===== config.mk =====
export PLATFORM = sky130hd
export DESIGN_NAME = hret_ctrl
export DESIGN_NICKNAME = d
export VERILOG_FILES = /design/src/rtl/hret_pkg.sv /design/src/rtl/hret_ctx.sv /design/src/rtl/hret_shadow.sv /design/src/rtl/hret_seq.sv /design/src/rtl/hret_ctrl.sv
export SDC_FILE = /design/constraint.sdc
export NUM_CORES = 1
export LEC_CHECK = 0
export BUFFER_PORTS_ARGS = -buffer_cell sky130_fd_sc_hd__buf_2
export CAP_MARGIN = 20
export CELL_PAD_IN_SITES_DETAIL_PLACEMENT = 1
export CELL_PAD_IN_SITES_GLOBAL_PLACEMENT = 1
export CORE_UTILIZATION = 38
export CTS_BUF_LIST = sky130_fd_sc_hd__clkbuf_8 sky130_fd_sc_hd__clkbuf_16
export DETAILED_ROUTE_END_ITERATION = 10
export MAX_ROUTING_LAYER = met4
export PLACE_DENSITY_LB_ADDON = 0.2
export SKIP_CTS_REPAIR_TIMING = 1
export SLEW_MARGIN = 0
export SYNTH_ARGS = -nofsm -noshare
export SYNTH_HDL_FRONTEND = slang
export SYNTH_SLANG_ARGS = --single-unit
export TNS_END_PERCENT = 1

===== constraint.sdc =====
create_clock -name clk -period 1.9 [get_ports clk]
set_clock_uncertainty 0.1 [all_clocks]
set_input_delay 0.285 -clock clk [delete_from_list [all_inputs] [get_ports clk]]
set_output_delay 0.285 -clock clk [all_outputs]
set_load 0.02 [all_outputs]

===== src/rtl/hret_pkg.sv =====
package hret_pkg;
   typedef enum logic [2:0] {
      OP_NONE  = 3'd0,
      OP_RET   = 3'd1,
      OP_ERET  = 3'd2,
      OP_DRET  = 3'd3,
      OP_HRET  = 3'd4,
      OP_ITRET = 3'd5,
      OP_TRET  = 3'd6,
      OP_RSVD  = 3'd7
   } ret_op_e;

   localparam int NUM_SHADOW = 3;
   localparam int SH_EXC     = 0;
   localparam int SH_DEXC    = 1;
   localparam int SH_HWI     = 2;

   localparam logic [1:0] LVL_NORM = 2'd0;
   localparam logic [1:0] LVL_EXC  = 2'd1;
   localparam logic [1:0] LVL_DEXC = 2'd2;
endpackage


===== src/rtl/hret_ctx.sv =====
module hret_ctx
   import hret_pkg::*;
(
   input  logic                  clk,
   input  logic                  rst_n,
   input  logic                  ent_exc,
   input  logic                  ent_hwi,
   input  logic                  do_eret,
   input  logic                  do_dret,
   input  logic                  do_hret,
   output logic [1:0]            lvl,
   output logic                  in_hwi,
   output logic                  irq_en,
   output logic [NUM_SHADOW-1:0] save
);
   logic [1:0] lvl_q;
   logic       hwi_q;
   logic       irq_q;

   always_comb begin
      save          = '0;
      save[SH_EXC]  = ent_exc && (lvl_q == LVL_NORM);
      save[SH_DEXC] = ent_exc && (lvl_q == LVL_EXC);
      save[SH_HWI]  = ent_hwi && !hwi_q;
   end

   always_ff @(posedge clk or negedge rst_n) begin
      if (!rst_n) begin
         lvl_q <= LVL_NORM;
         hwi_q <= 1'b0;
         irq_q <= 1'b1;
      end else begin
         if (ent_exc && (lvl_q != LVL_DEXC))
            lvl_q <= lvl_q + 2'd1;
         else if (do_eret)
            lvl_q <= LVL_NORM;
         else if (do_dret)
            lvl_q <= LVL_EXC;
         if (ent_hwi && !hwi_q) begin
            hwi_q <= 1'b1;
            irq_q <= 1'b0;
         end else if (do_hret) begin
            hwi_q <= 1'b0;
            irq_q <= 1'b1;
         end
      end
   end

   assign lvl    = lvl_q;
   assign in_hwi = hwi_q;
   assign irq_en = irq_q;
endmodule


===== src/rtl/hret_shadow.sv =====
module hret_shadow #(
   parameter int PRIV_W = 8,
   parameter int NUM    = 3,
   parameter int IDX_W  = 2
) (
   input  logic              clk,
   input  logic              rst_n,
   input  logic [NUM-1:0]    save,
   input  logic [PRIV_W-1:0] priv_in,
   input  logic [IDX_W-1:0]  rd_idx,
   output logic [PRIV_W-1:0] rd_data
);
   logic [PRIV_W-1:0] sh_q [NUM];

   for (genvar gi = 0; gi < NUM; gi++) begin : g_slot
      always_ff @(posedge clk or negedge rst_n) begin
         if (!rst_n)
            sh_q[gi] <= '0;
         else if (save[gi])
            sh_q[gi] <= priv_in;
      end
   end

   always_comb begin
      rd_data = '0;
      for (int k = 0; k < NUM; k++)
         if (int'(rd_idx) == k) rd_data = sh_q[k];
   end
endmodule


===== src/rtl/hret_seq.sv =====
module hret_seq
   import hret_pkg::*;
#(
   parameter int PRIV_W  = 8,
   parameter int CNT_W   = 4,
   parameter int IP_W    = 16,
   parameter bit POP_REG = 1'b1
) (
   input  logic              clk,
   input  logic              rst_n,
   input  logic              op_valid,
   input  logic [2:0]        op_code,
   input  logic [CNT_W-1:0]  pend_cnt,
   input  logic              ent_any,
   input  logic [1:0]        lvl,
   input  logic              in_hwi,
   input  logic              is_orig_task,
   input  logic [PRIV_W-1:0] shadow_data,
   input  logic [IP_W-1:0]   stack_top,
   output logic [1:0]        shadow_idx,
   output logic              do_eret,
   output logic              do_dret,
   output logic              do_hret,
   output logic              busy,
   output logic              inv_op,
   output logic              priv_wr_en,
   output logic [PRIV_W-1:0] priv_wr_data,
   output logic              task_ret,
   output logic              task_kind,
   output logic              ip_pop,
   output logic [IP_W-1:0]   ip_value
);
   ret_op_e op_in;
   ret_op_e op_q;
   logic    pend_q;
   logic    commit;
   logic    legal;
   logic    accept;
   logic    special;

   assign op_in   = ret_op_e'(op_code);
   assign accept  = op_valid && !pend_q;
   assign special = (op_in == OP_ERET) || (op_in == OP_DRET) || (op_in == OP_HRET) ||
                    (op_in == OP_ITRET) || (op_in == OP_TRET);
   assign commit  = pend_q && (pend_cnt == '0) && !ent_any;

   always_comb begin
      unique case (op_q)
         OP_ERET:  legal = (lvl == LVL_EXC);
         OP_DRET:  legal = (lvl == LVL_DEXC);
         OP_HRET:  legal = in_hwi;
         OP_ITRET: legal = (lvl != LVL_NORM) || in_hwi;
         OP_TRET:  legal = is_orig_task;
         default:  legal = 1'b0;
      endcase
   end

   always_comb begin
      unique case (op_q)
         OP_ERET: shadow_idx = 2'(SH_EXC);
         OP_DRET: shadow_idx = 2'(SH_DEXC);
         default: shadow_idx = 2'(SH_HWI);
      endcase
   end

   assign do_eret = commit && legal && (op_q == OP_ERET);
   assign do_dret = commit && legal && (op_q == OP_DRET);
   assign do_hret = commit && legal && (op_q == OP_HRET);

   always_ff @(posedge clk or negedge rst_n) begin
      if (!rst_n) begin
         pend_q       <= 1'b0;
         op_q         <= OP_NONE;
         inv_op       <= 1'b0;
         priv_wr_en   <= 1'b0;
         priv_wr_data <= '0;
         task_ret     <= 1'b0;
         task_kind    <= 1'b0;
      end else begin
         inv_op     <= 1'b0;
         priv_wr_en <= 1'b0;
         task_ret   <= 1'b0;
         if (commit) begin
            pend_q <= 1'b0;
            if (!legal) begin
               inv_op <= 1'b1;
            end else if ((op_q == OP_ITRET) || (op_q == OP_TRET)) begin
               task_ret  <= 1'b1;
               task_kind <= (op_q == OP_ITRET);
            end else begin
               priv_wr_en   <= 1'b1;
               priv_wr_data <= shadow_data;
            end
         end else if (accept && special) begin
            pend_q <= 1'b1;
            op_q   <= op_in;
         end
      end
   end

   if (POP_REG) begin : g_pop_reg
      always_ff @(posedge clk or negedge rst_n) begin
         if (!rst_n) begin
            ip_pop   <= 1'b0;
            ip_value <= '0;
         end else begin
            ip_pop <= accept && (op_in == OP_RET);
            if (accept && (op_in == OP_RET)) ip_value <= stack_top;
         end
      end
   end else begin : g_pop_comb
      assign ip_pop   = accept && (op_in == OP_RET);
      assign ip_value = stack_top;
   end

   assign busy = pend_q;
endmodule


===== src/rtl/hret_ctrl.sv =====
module hret_ctrl
   import hret_pkg::*;
#(
   parameter int PRIV_W  = 8,
   parameter int CNT_W   = 4,
   parameter int IP_W    = 16,
   parameter bit POP_REG = 1'b1
) (
   input  logic              clk,
   input  logic              rst_n,
   input  logic [PRIV_W-1:0] priv_cur,
   input  logic              ent_exc,
   input  logic              ent_hwi,
   input  logic              op_valid,
   input  logic [2:0]        op_code,
   input  logic              is_orig_task,
   input  logic [CNT_W-1:0]  pend_cnt,
   input  logic [IP_W-1:0]   stack_top,
   output logic              busy,
   output logic              inv_op,
   output logic              priv_wr_en,
   output logic [PRIV_W-1:0] priv_wr_data,
   output logic              task_ret,
   output logic              task_kind,
   output logic              ip_pop,
   output logic [IP_W-1:0]   ip_value,
   output logic              in_exc,
   output logic              in_dexc,
   output logic              in_hwi,
   output logic              irq_en
);
   if (PRIV_W < 1) begin : g_bad_priv
      $error("hret_ctrl: PRIV_W must be at least 1");
   end
   if (CNT_W < 1) begin : g_bad_cnt
      $error("hret_ctrl: CNT_W must be at least 1");
   end
   if (IP_W < 1) begin : g_bad_ip
      $error("hret_ctrl: IP_W must be at least 1");
   end

   logic [1:0]            lvl;
   logic [NUM_SHADOW-1:0] save;
   logic [1:0]            sh_idx;
   logic [PRIV_W-1:0]     sh_data;
   logic                  do_eret, do_dret, do_hret;
   logic                  hwi_s;

   hret_ctx u_ctx (
      .clk     (clk),
      .rst_n   (rst_n),
      .ent_exc (ent_exc),
      .ent_hwi (ent_hwi),
      .do_eret (do_eret),
      .do_dret (do_dret),
      .do_hret (do_hret),
      .lvl     (lvl),
      .in_hwi  (hwi_s),
      .irq_en  (irq_en),
      .save    (save)
   );

   hret_shadow #(.PRIV_W(PRIV_W), .NUM(NUM_SHADOW), .IDX_W(2)) u_shadow (
      .clk     (clk),
      .rst_n   (rst_n),
      .save    (save),
      .priv_in (priv_cur),
      .rd_idx  (sh_idx),
      .rd_data (sh_data)
   );

   hret_seq #(.PRIV_W(PRIV_W), .CNT_W(CNT_W), .IP_W(IP_W), .POP_REG(POP_REG)) u_seq (
      .clk          (clk),
      .rst_n        (rst_n),
      .op_valid     (op_valid),
      .op_code      (op_code),
      .pend_cnt     (pend_cnt),
      .ent_any      (ent_exc || ent_hwi),
      .lvl          (lvl),
      .in_hwi       (hwi_s),
      .is_orig_task (is_orig_task),
      .shadow_data  (sh_data),
      .stack_top    (stack_top),
      .shadow_idx   (sh_idx),
      .do_eret      (do_eret),
      .do_dret      (do_dret),
      .do_hret      (do_hret),
      .busy         (busy),
      .inv_op       (inv_op),
      .priv_wr_en   (priv_wr_en),
      .priv_wr_data (priv_wr_data),
      .task_ret     (task_ret),
      .task_kind    (task_kind),
      .ip_pop       (ip_pop),
      .ip_value     (ip_value)
   );

   assign in_exc  = (lvl == LVL_EXC);
   assign in_dexc = (lvl == LVL_DEXC);
   assign in_hwi  = hwi_s;
endmodule


==> impl_metrics.csv, run 1 <==
group,metric,value,unit
setup_path,startpoint,"u_ctx.lvl[0]",
floorplan,die_h,86.9,um
yosys,yosysWarnings,0,
layout,layout.cells.non_filler,397,
outcome,status,"finished with violations",
place,dp_slack,-28.1,ps
setup_path,path_common_cell,"buf_4",
setup_path,end_kind,"flip-flop",
layout,area_growth,28.8,%
floorplan,rows,30,
detailed_routing,ant_nets,0,
setup_path,critPathMaxStageDelay,460,ps
outcome,violations,"negative setup slack",
timing,fin_crit_sh,1.04,
timing,setup_viol,9,
setup_path,reg2reg_depth,9,
floorplan,io_pins,71,
timing,setup_ws,-80.0,ps
detailed_routing,drtIter0Drc,29,
timing,whs,91.5,ps
flow_run,maxCapViolCount,0,
global_route,overflow,0,
place,place_area,3290,um^2
yosys,syn_nets,246,
setup_path,ff2ff_setup_slack,-80,ps
global_route,grt_first_pass_wirelength,9800,um
power_and_ir_drop,ir_drop,0.542,mV
global_route,grt_start_max_net_pins,23,
setup_path,crit_required,2040,ps
timing,tightest_slew,493,ps
power_and_ir_drop,power.leakage,1.81,nW
floorplan,core_area,6870,um^2
setup_path,crit_chain,"inv_4 -> ha_4 -> nor2b_1 -> o21ai_0 -> buf_4 -> a31oi_4 -> buf_4 -> a31o_2 -> a21oi_1",
timing,finalCriticalPeriod,1980,ps
setup_path,worstPathMaxFanout,4,
floorplan,die_w,86.9,um
min_path,hold_path.class,"in -> reg",
floorplan,start_util,0.399,
setup_path,path_class,"reg -> reg",
clock_tree,tritoncts,"built",
setup_path,critPathLaunchType,"flip-flop",
timing,rsz0062_at_grt,"yes",
clock_tree,numCtsBuffers,9,
yosys,ys_types,37,
place,dpl.hpwl,4360,um
layout,most-common-layout-cells,"buf_2, dfrtp_1, mux2_2, nand2_1, buf_4",
timing,drv_slew,0,
detailed_routing,routedWlPerCell,15.3,um
yosys,ys.flop_type,"dfrtp_1",
global_route,grt_pass1_vias,1991,
detailed_routing,firstDrtPassIters,4,
clock_tree,cts.htree.levels,3,
yosys,synth_edf_count,0,
global_route,antenna_found_initial,0,
global_route,grt_usage,0.180,
min_path,holdPathStages,2,
clock_tree,insertion_delay,330,ps
detailed_routing,remaining_drc_errors,0,
setup_path,slowest_stage,"dfrtp_2",
setup_path,r2r-end,"u_seq.task_kind",
yosys,syn_area,2740,um^2
setup_path,regToRegStartpoint,"u_ctx.lvl[0]",
detailed_routing,wl,6060,um
min_path,min_from,"stack_top[13]",
place,place_inst,378,
timing,hold_viol,0,
setup_path,critPathCapture,"u_seq.task_kind",
place,gp_congestion,0.821,
yosys,syn_area_per_cell,13.3,um^2
setup_path,cp.arrival,2120,ps
layout,drive_gt1_frac,0.555,
clock_tree,clock_sinks,61,
yosys,seq_area_frac_synth,0.557,
timing,slew_headroom,0.671,
layout,nets,337,
yosys,syn_inst,206,
yosys,synth-seq-cells,61,
place,portBuffers,70,
layout,post-route-util,0.514,
clock_tree,clk_pin_slew_worst_paths,70,ps
clock_tree,cts-root-buf,"clkbuf_8",
layout,layout_commonest_cell,"buf_2",
detailed_routing,viasPerCell,4.84,
yosys,postSynth.asyncResetShare,1.00,
timing,fmax,505,MHz
floorplan,die_area,7560,um^2
layout,n_antenna_cell,0,
layout,design_area,3530,um^2
clock_tree,cts.path.max_buffers,2,
power_and_ir_drop,power.density,1370,nW/um^2
detailed_routing,vias,1922,
-- power by group --
group          internal [W]  switching, W  leakage [nW]  total, W
clock              0.000483      0.000460        0.0957  0.000943
combinational      0.000919      0.000901         0.946   0.00182
sequential          0.00177      0.000292         0.764   0.00206
total               0.00317       0.00165          1.81   0.00483
-- cell type report --
type	count	area, um^2
multi-input combinational	128	1170
sequential	61	1530
clock inverter	5	21.3
inverter	9	36.3
timing repair buffer	88	513
clock buffer	10	138
fill	742	3340
tap	96	120
-- through the flow --
step                TNS [ps]  power [W]
floorplan                  0    0.00323
global placement           0    0.00374
finish                  -453    0.00483
global route           -1110    0.00519
detailed placement      -192    0.00381
CTS                     -358    0.00479
-- worst min path at each step --
stage,end,slack [ps]
2_1_floorplan,u_ctx.in_hwi,-110
6_report,u_seq.ip_value[13],90
3_5_place_dp,u_seq.op_q[2],180
3_3_place_gp,u_seq.op_q[2],180
5_1_grt,u_seq.ip_value[11],80
4_1_cts,u_seq.op_q[2],-180
-- sequential cells by signal, summed over array words and instances, names as in the netlist, 2 cells and up --
name                count
u_seq.ip_value         16
u_seq.priv_wr_data      8
u_shadow.sh_q          24
u_ctx.lvl               2
u_seq.op_q              3
-- worst max-delay path, delay by kind of cell, from the launching register on --
kind | cells | cell delay, ps
AO/OA/AOI/OAI | 4 | 730
adder cells (fa/ha/maj) | 1 | 130
AND/OR/NAND/NOR | 1 | 30
flip-flops | 1 | 460
buffers and inverters | 3 | 440
-- kinds of logic (layout without fill, tap and decap cells) --
kind of cell               count (synthesis)  count (layout)  share of synthesized area
AOI/OAI and AO/OA                         28              28                     0.0634
xor gates and xnor gates                   1               1                    0.00320
adders and majority gates                  3               3                     0.0137
buffers and inverters                     18             112                     0.0347
DFF                                       61              61                      0.557
muxes                                     58              58                      0.245
and+or+nand+nor                           37              38                     0.0826
-- synth_stat cells (2+ instances only) --
cell / number / area [um^2]
mux2_4: 8 / 120
buf_6: 3 / 33.8
buf_2: 4 / 20.0
dfrtp_1: 60 / 1500
o21ai_0: 12 / 60.1
inv_1: 9 / 33.8
a21oi_1: 8 / 40.0
nor2b_1: 4 / 25.0
mux2_2: 40 / 450
a31oi_1: 2 / 12.5
ha_1: 3 / 37.5
nand2_1: 16 / 60.1
nor2_1: 4 / 15.0
mux2i_1: 9 / 90.1
clkbuf_1: 2 / 7.51
-- metal layers --
| layer | vias up | share of wire | track usage |
|---|---|---|---|
| met5 | - | 0 | - |
| met4 | 0 | 0.015 | 0.0727 |
| met3 | 11 | 0.046 | 0.0341 |
| met2 | 56 | 0.50 | 0.293 |
| met1 | 953 | 0.44 | 0.220 |
| li1 | 902 | - | - |
Note: power is estimated with default switching activity, not from simulation.
==> inputs of run 2 (changes only) <==
--- a/config.mk
+++ b/config.mk
@@ -5,13 +5,15 @@
 export SDC_FILE = /design/constraint.sdc
 export NUM_CORES = 1
 export LEC_CHECK = 0
+export ABC_AREA = 1
 export BUFFER_PORTS_ARGS = -buffer_cell sky130_fd_sc_hd__buf_2
 export CAP_MARGIN = 20
 export CELL_PAD_IN_SITES_DETAIL_PLACEMENT = 1
 export CELL_PAD_IN_SITES_GLOBAL_PLACEMENT = 1
-export CORE_UTILIZATION = 38
+export CORE_UTILIZATION = 34
 export CTS_BUF_LIST = sky130_fd_sc_hd__clkbuf_8 sky130_fd_sc_hd__clkbuf_16
 export DETAILED_ROUTE_END_ITERATION = 10
+export HOLD_SLACK_MARGIN = 0.12
 export MAX_ROUTING_LAYER = met4
 export PLACE_DENSITY_LB_ADDON = 0.2
 export SKIP_CTS_REPAIR_TIMING = 1
==> impl_metrics.csv, run 2 <==
group,metric,value,unit
power_and_ir_drop,power.density,1480,nW/um^2
layout,multi_input_area,976,um^2
yosys,syn_inst,309,
min_path,hold_path.class,"in -> reg",
floorplan,io_pins,71,
floorplan,start_util,0.357,
timing,finalCriticalPeriod,1710,ps
detailed_routing,ant_nets,0,
timing,slew_headroom,0.456,
global_route,overflow,0,
timing,tightest_slew,811,ps
clock_tree,cts-root-buf,"clkbuf_8",
timing,drv_slew,0,
floorplan,rows,31,
detailed_routing,firstDrtPassIters,4,
power_and_ir_drop,switching_power,0.00205,W
yosys,syn_nets,349,
setup_path,reg2reg_depth,5,
flow_run,maxCapViolCount,0,
setup_path,critPathLaunchType,"flip-flop",
place,dpl.hpwl,4800,um
yosys,synth_edf_count,0,
layout,most-common-layout-cells,"nand2_1, buf_2, dfrtp_1, o21ai_0",
timing,setup_ws,187,ps
layout,reg_top3,"u_shadow.sh_q: 24 flops, u_seq.ip_value: 16 flops, u_seq.priv_wr_data: 8 flops",
global_route,grt_first_pass_wirelength,11700,um
layout,fillers,923,
yosys,netlist.area_leader.share,0.570,
setup_path,worstPathMaxFanout,9,
min_path,holdPathStages,3,
detailed_routing,vias,2360,
min_path,holdPathEnd,"u_seq.op_q[0]",
yosys,synth_top_family_by_area,"simple AND/OR/NAND/NOR gates",
min_path,min_from,"op_code[0]",
yosys,synth_compound_area_frac,0.0874,
floorplan,die_area,8100,um^2
yosys,synthTopCellsByArea,"dfrtp_1, nand2_1, o21ai_0, nand3_1, inv_1",
yosys,synthAdderAreaFrac,0.0143,
setup_path,r2r-end,"u_seq.priv_wr_data[5]",
power_and_ir_drop,p_clk_frac,0.237,
detailed_routing,viasPerCell,4.65,
timing,setup_viol,0,
yosys,synth-seq-cells,61,
detailed_routing,drtIter0Drc,71,
clock_tree,numCtsBuffers,9,
setup_path,path_class,"reg -> reg",
yosys,synth.most_common_cell,"nand2_1",
outcome,status,"completed",
global_route,grt_pass1_vias,2369,
setup_path,crit_required,2010,ps
layout,seq_area,1530,um^2
layout,layout_commonest_cell,"nand2_1",
place,dp_slack,124,ps
layout,post-route-util,0.475,
layout,area_growth,33.0,%
timing,fin_crit_sh,0.901,
setup_path,regToRegStartpoint,"u_seq.op_q[0]",
yosys,yosys.area.top_type,"dfrtp_1",
setup_path,cp.arrival,1820,ps
clock_tree,cts.path.max_buffers,2,
yosys,syn_area,2630,um^2
yosys,yosysWarnings,0,
timing,rsz0062_at_grt,"no",
clock_tree,clock_sinks,61,
power_and_ir_drop,power.leakage,1.94,nW
floorplan,die_w,90.0,um
setup_path,end_kind,"flip-flop",
global_route,grt_usage,0.189,
clock_tree,clk_pin_slew_worst_paths,70,ps
power_and_ir_drop,p_int,0.00314,W
timing,whs,145,ps
detailed_routing,wl,7010,um
layout,nets,444,
power_and_ir_drop,pwr-share-seq,0.405,
global_route,antenna_found_initial,0,
place,gp_congestion,0.777,
layout,largest_register_ffs,24,
power_and_ir_drop,ir_drop,0.523,mV
yosys,postSynth.asyncResetShare,1.00,
yosys,synth_common_cells,"nand2_1, dfrtp_1, o21ai_0",
setup_path,ff2ff_setup_slack,190,ps
layout,largest_register,"u_shadow.sh_q",
floorplan,core_area,7370,um^2
place,place_inst,475,
yosys,ys.flop_type,"dfrtp_1",
floorplan,die_h,90.0,um
yosys,syn_area_per_cell,8.52,um^2
power_and_ir_drop,swShare,0.394,
clock_tree,tritoncts,"built",
detailed_routing,routedWlPerCell,13.8,um
yosys,seq_area_frac_synth,0.580,
clock_tree,cts.htree.levels,3,
global_route,grt_start_max_net_pins,46,
timing,fmax,584,MHz
yosys,yosys.area_share.simple,0.269,
place,portBuffers,70,
yosys,synthMuxAreaShare,0,
timing,fin_tns_setup,0,ps
power_and_ir_drop,combPwrFrac,0.358,
layout,layout.cells.non_filler,508,
timing,hold_viol,0,
yosys,synth_xor_area_frac,0,
yosys,ys_types,22,
layout,n_antenna_cell,0,
detailed_routing,remaining_drc_errors,0,
layout,drive_gt1_frac,0.242,
clock_tree,insertion_delay,340,ps
==> run 2: power by group through the flow <==
stage | Clock (W) | Sequential (W) | Combinational, W
finish | 0.00123 | 0.00210 | 0.00186
global route | 0.00132 | 0.00218 | 0.00208
CTS | 0.00126 | 0.00211 | 0.00185
detailed placement | 0 | 0.00212 | 0.00184
global placement | 0 | 0.00211 | 0.00178
floorplan | 0 | 0.00229 | 0.00101
==> run 2: metrics by stage <==
step	area [um^2]	total power (W)
finish	3500	0.00519
detailed placement	3130	0.00396
floorplan	2630	0.00330
CTS	3330	0.00522
global route	3500	0.00558
global placement	3130	0.00390
==> run 2: cell type report <==
class | instances | share of cell area
sequential | 61 | 0.436
multi-input combinational | 215 | 0.279
timing repair buffer | 93 | 0.165
clock buffer | 9 | 0.0354
tap | 99 | 0.0354
inverter | 24 | 0.0257
clock inverter | 7 | 0.0236
==> run 2: metal layers <==
layer | part of all wire | wire [um] | vias up | global-route usage
met5 | 0 | 0 | - | -
met4 | 0.023 | 160 | 0 | 0.0847
met3 | 0.043 | 299 | 12 | 0.0313
met2 | 0.49 | 3440 | 60 | 0.303
met1 | 0.44 | 3110 | 1117 | 0.234
li1 | - | - | 1171 | -
==> run 2: worst max-delay path by stage <==
stage	endpoint	from	cells after the start
after floorplan	u_seq.priv_wr_data[0]	u_ctx.lvl[0]	9
after global placement	u_seq.priv_wr_data[3]	u_seq.op_q[0]	5
after detailed placement	u_seq.priv_wr_data[5]	u_seq.op_q[0]	5
after CTS	u_seq.priv_wr_data[5]	u_seq.op_q[0]	5
after global routing	u_seq.priv_wr_data[3]	u_ctx.lvl[1]	11
final	u_seq.priv_wr_data[5]	u_seq.op_q[0]	5
==> run 2: kinds of logic after synthesis <==
logic type / after synthesis
compound gates: 46
fa+ha+maj: 3
buf+inv: 33
simple gates: 166
flops: 61
==> run 2: worst max-delay path: stages (launching register included) <==
cell	delay (ps)
dfrtp_2	450
nand2_1	110
o21ai_1	650
nor2_8	110
nand2_1	100
nand2_1	70
==> inputs of run 3 (changes only) <==
--- a/config.mk
+++ b/config.mk
@@ -12,10 +12,12 @@
 export CELL_PAD_IN_SITES_GLOBAL_PLACEMENT = 1
 export CORE_UTILIZATION = 34
 export CTS_BUF_LIST = sky130_fd_sc_hd__clkbuf_8 sky130_fd_sc_hd__clkbuf_16
+export CTS_CLUSTER_SIZE = 14
 export DETAILED_ROUTE_END_ITERATION = 10
 export HOLD_SLACK_MARGIN = 0.12
 export MAX_ROUTING_LAYER = met4
 export PLACE_DENSITY_LB_ADDON = 0.2
+export RECOVER_POWER = 50
 export SKIP_CTS_REPAIR_TIMING = 1
 export SLEW_MARGIN = 0
 export SYNTH_ARGS = -nofsm -noshare
==> impl_metrics.csv, run 3 (same netlist as run 2, synthesis figures left out) <==
group,metric,value,unit
outcome,status,"completed",
floorplan,rows,31,
clock_tree,insertion_delay,340,ps
power_and_ir_drop,p_int,0.00312,W
floorplan,die_area,8100,um^2
setup_path,cp_num_buf_inv,0,
setup_path,slowest_stage,"dfrtp_2",
global_route,grt_usage,0.189,
layout,drive_gt1_frac,0.200,
timing,slew_headroom,0.396,
layout,reg_top3,"u_shadow.sh_q: 24 flops, u_seq.ip_value: 16 flops, u_seq.priv_wr_data: 8 flops",
setup_path,path_common_cell,"nand2_1",
setup_path,path_class,"reg -> reg",
layout,nets,444,
clock_tree,cts-root-buf,"clkbuf_8",
layout,most-common-layout-cells,"nand2_1, dfrtp_1, buf_2, o21ai_0",
detailed_routing,routedWlPerCell,13.8,um
clock_tree,cts.path.max_buffers,2,
setup_path,critPathTopFamily,"simple AND/OR/NAND/NOR gates",
layout,design_area,3470,um^2
detailed_routing,firstDrtPassIters,4,
detailed_routing,wl,7010,um
power_and_ir_drop,p_clk_frac,0.238,
setup_path,crit_required,2010,ps
clock_tree,numCtsBuffers,9,
layout,n_antenna_cell,0,
detailed_routing,ant_nets,0,
setup_path,worstPathMaxFanout,9,
timing,drv_slew,0,
min_path,holdPathStages,3,
setup_path,critPathMaxStageDelay,450,ps
global_route,grt_start_max_net_pins,46,
power_and_ir_drop,pwr-share-seq,0.407,
setup_path,reg2reg_depth,9,
power_and_ir_drop,combPwrFrac,0.355,
place,dpl.hpwl,4800,um
layout,area_growth,31.8,%
clock_tree,clk_pin_slew_worst_paths,70,ps
layout,largest_register_ffs,24,
clock_tree,tritoncts,"built",
power_and_ir_drop,switching_power,0.00205,W
detailed_routing,drtIter0Drc,70,
flow_run,maxCapViolCount,0,
setup_path,cp.arrival,1820,ps
global_route,grt_pass1_vias,2369,
clock_tree,cts.htree.levels,3,
detailed_routing,viasPerCell,4.65,
setup_path,crit_chain,"nand2_1 -> nor2_1 -> nand2_1 -> nand2_1 -> nor2_1 -> nand2_2 -> nand2_4 -> o21ai_0 -> nand2_1",
min_path,hold_path.class,"in -> reg",
power_and_ir_drop,power.leakage,1.87,nW
setup_path,critPathLaunchType,"flip-flop",
timing,finalCriticalPeriod,1710,ps
power_and_ir_drop,ir_drop,0.517,mV
clock_tree,clock_sinks,61,
layout,layout_commonest_cell,"nand2_1",
timing,setup_viol,0,
global_route,overflow,0,
floorplan,core_area,7370,um^2
global_route,grt_first_pass_wirelength,11700,um
floorplan,die_w,90.0,um
detailed_routing,remaining_drc_errors,0,
place,gp_congestion,0.777,
setup_path,worstSetupPathDepth,9,
floorplan,io_pins,71,
timing,tightest_slew,905,ps
detailed_routing,vias,2363,
global_route,antenna_found_initial,0,
timing,rsz0062_at_grt,"no",
power_and_ir_drop,power.density,1490,nW/um^2
place,place_area,3130,um^2
setup_path,end_kind,"flip-flop",
timing,fin_crit_sh,0.899,
place,portBuffers,70,
power_and_ir_drop,swShare,0.397,
floorplan,start_util,0.357,
timing,fmax,585,MHz
floorplan,die_h,90.0,um
timing,fin_tns_setup,0,ps
layout,largest_register,"u_shadow.sh_q",
timing,hold_viol,0,
-- run 3: changes by cell type in the layout (fill, tap and decap cells not counted), sizes merged --
cell,delta
buf,-17
clkbuf,+17
-- run 3: final timing paths --
kind	from	to	slack, ps
hold reg to reg	u_ctx.irq_en	u_ctx.irq_en	370
setup / recovery	u_seq.op_q[0]	u_seq.priv_wr_data[5]	190
min in group asynchronous	rst_n	u_seq.priv_wr_data[2]	480
max in group asynchronous	rst_n	u_seq.op_q[0]	280
hold / removal	op_code[0]	u_seq.op_q[0]	140
setup reg to reg	u_seq.op_q[0]	u_seq.priv_wr_data[5]	190
-- run 3: per-stage QoR --
stage	instances	hold WS (ps)	total power, W	setup WS (ps)	utilization
6_report	508	144	0.00517	192	0.471
5_1_grt	508	157	0.00556	5.63	0.471
4_1_cts	491	-229	0.00522	85.1	0.452
3_5_place_dp	475	135	0.00396	124	0.424
3_3_place_gp	475	135	0.00390	244	0.424
2_1_floorplan	309	-111	0.00330	290	-
-- run 3: layout make-up --
class | instances | area [um^2]
Inverter | 24 | 90.1
Tap cell | 99 | 124
Fill cell | 930 | 3900
Clock buffer | 9 | 124
Sequential cell | 61 | 1530
Multi-Input combinational cell | 215 | 976
Clock inverter | 7 | 82.6
Timing Repair Buffer | 93 | 546
-- run 3: worst register-to-register path: cells and delay by family (launching register included) --
| kind | cells | cell delay, ps |
|---|---|---|
| AOI/OAI and AO/OA | 1 | 170 |
| DFF | 1 | 450 |
| and+or+nand+nor | 8 | 870 |
-- run 3: power groups by stage --
| stage | clock network, W | logic (W) | registers [W] |
|---|---|---|---|
| finish | 0.00123 | 0.00183 | 0.00211 |
| floorplan | 0 | 0.00101 | 0.00229 |
| detailed placement | 0 | 0.00184 | 0.00212 |
| global placement | 0 | 0.00178 | 0.00211 |
| CTS | 0.00126 | 0.00185 | 0.00211 |
| global route | 0.00132 | 0.00206 | 0.00218 |
-- run 3: layer usage --
metal | vias up | global-route usage | part of all wire
li1 | 1171 | - | -
met1 | 1123 | 0.234 | 0.46
met2 | 56 | 0.303 | 0.49
met3 | 13 | 0.0313 | 0.033
met4 | 0 | 0.0847 | 0.024
met5 | - | - | 0
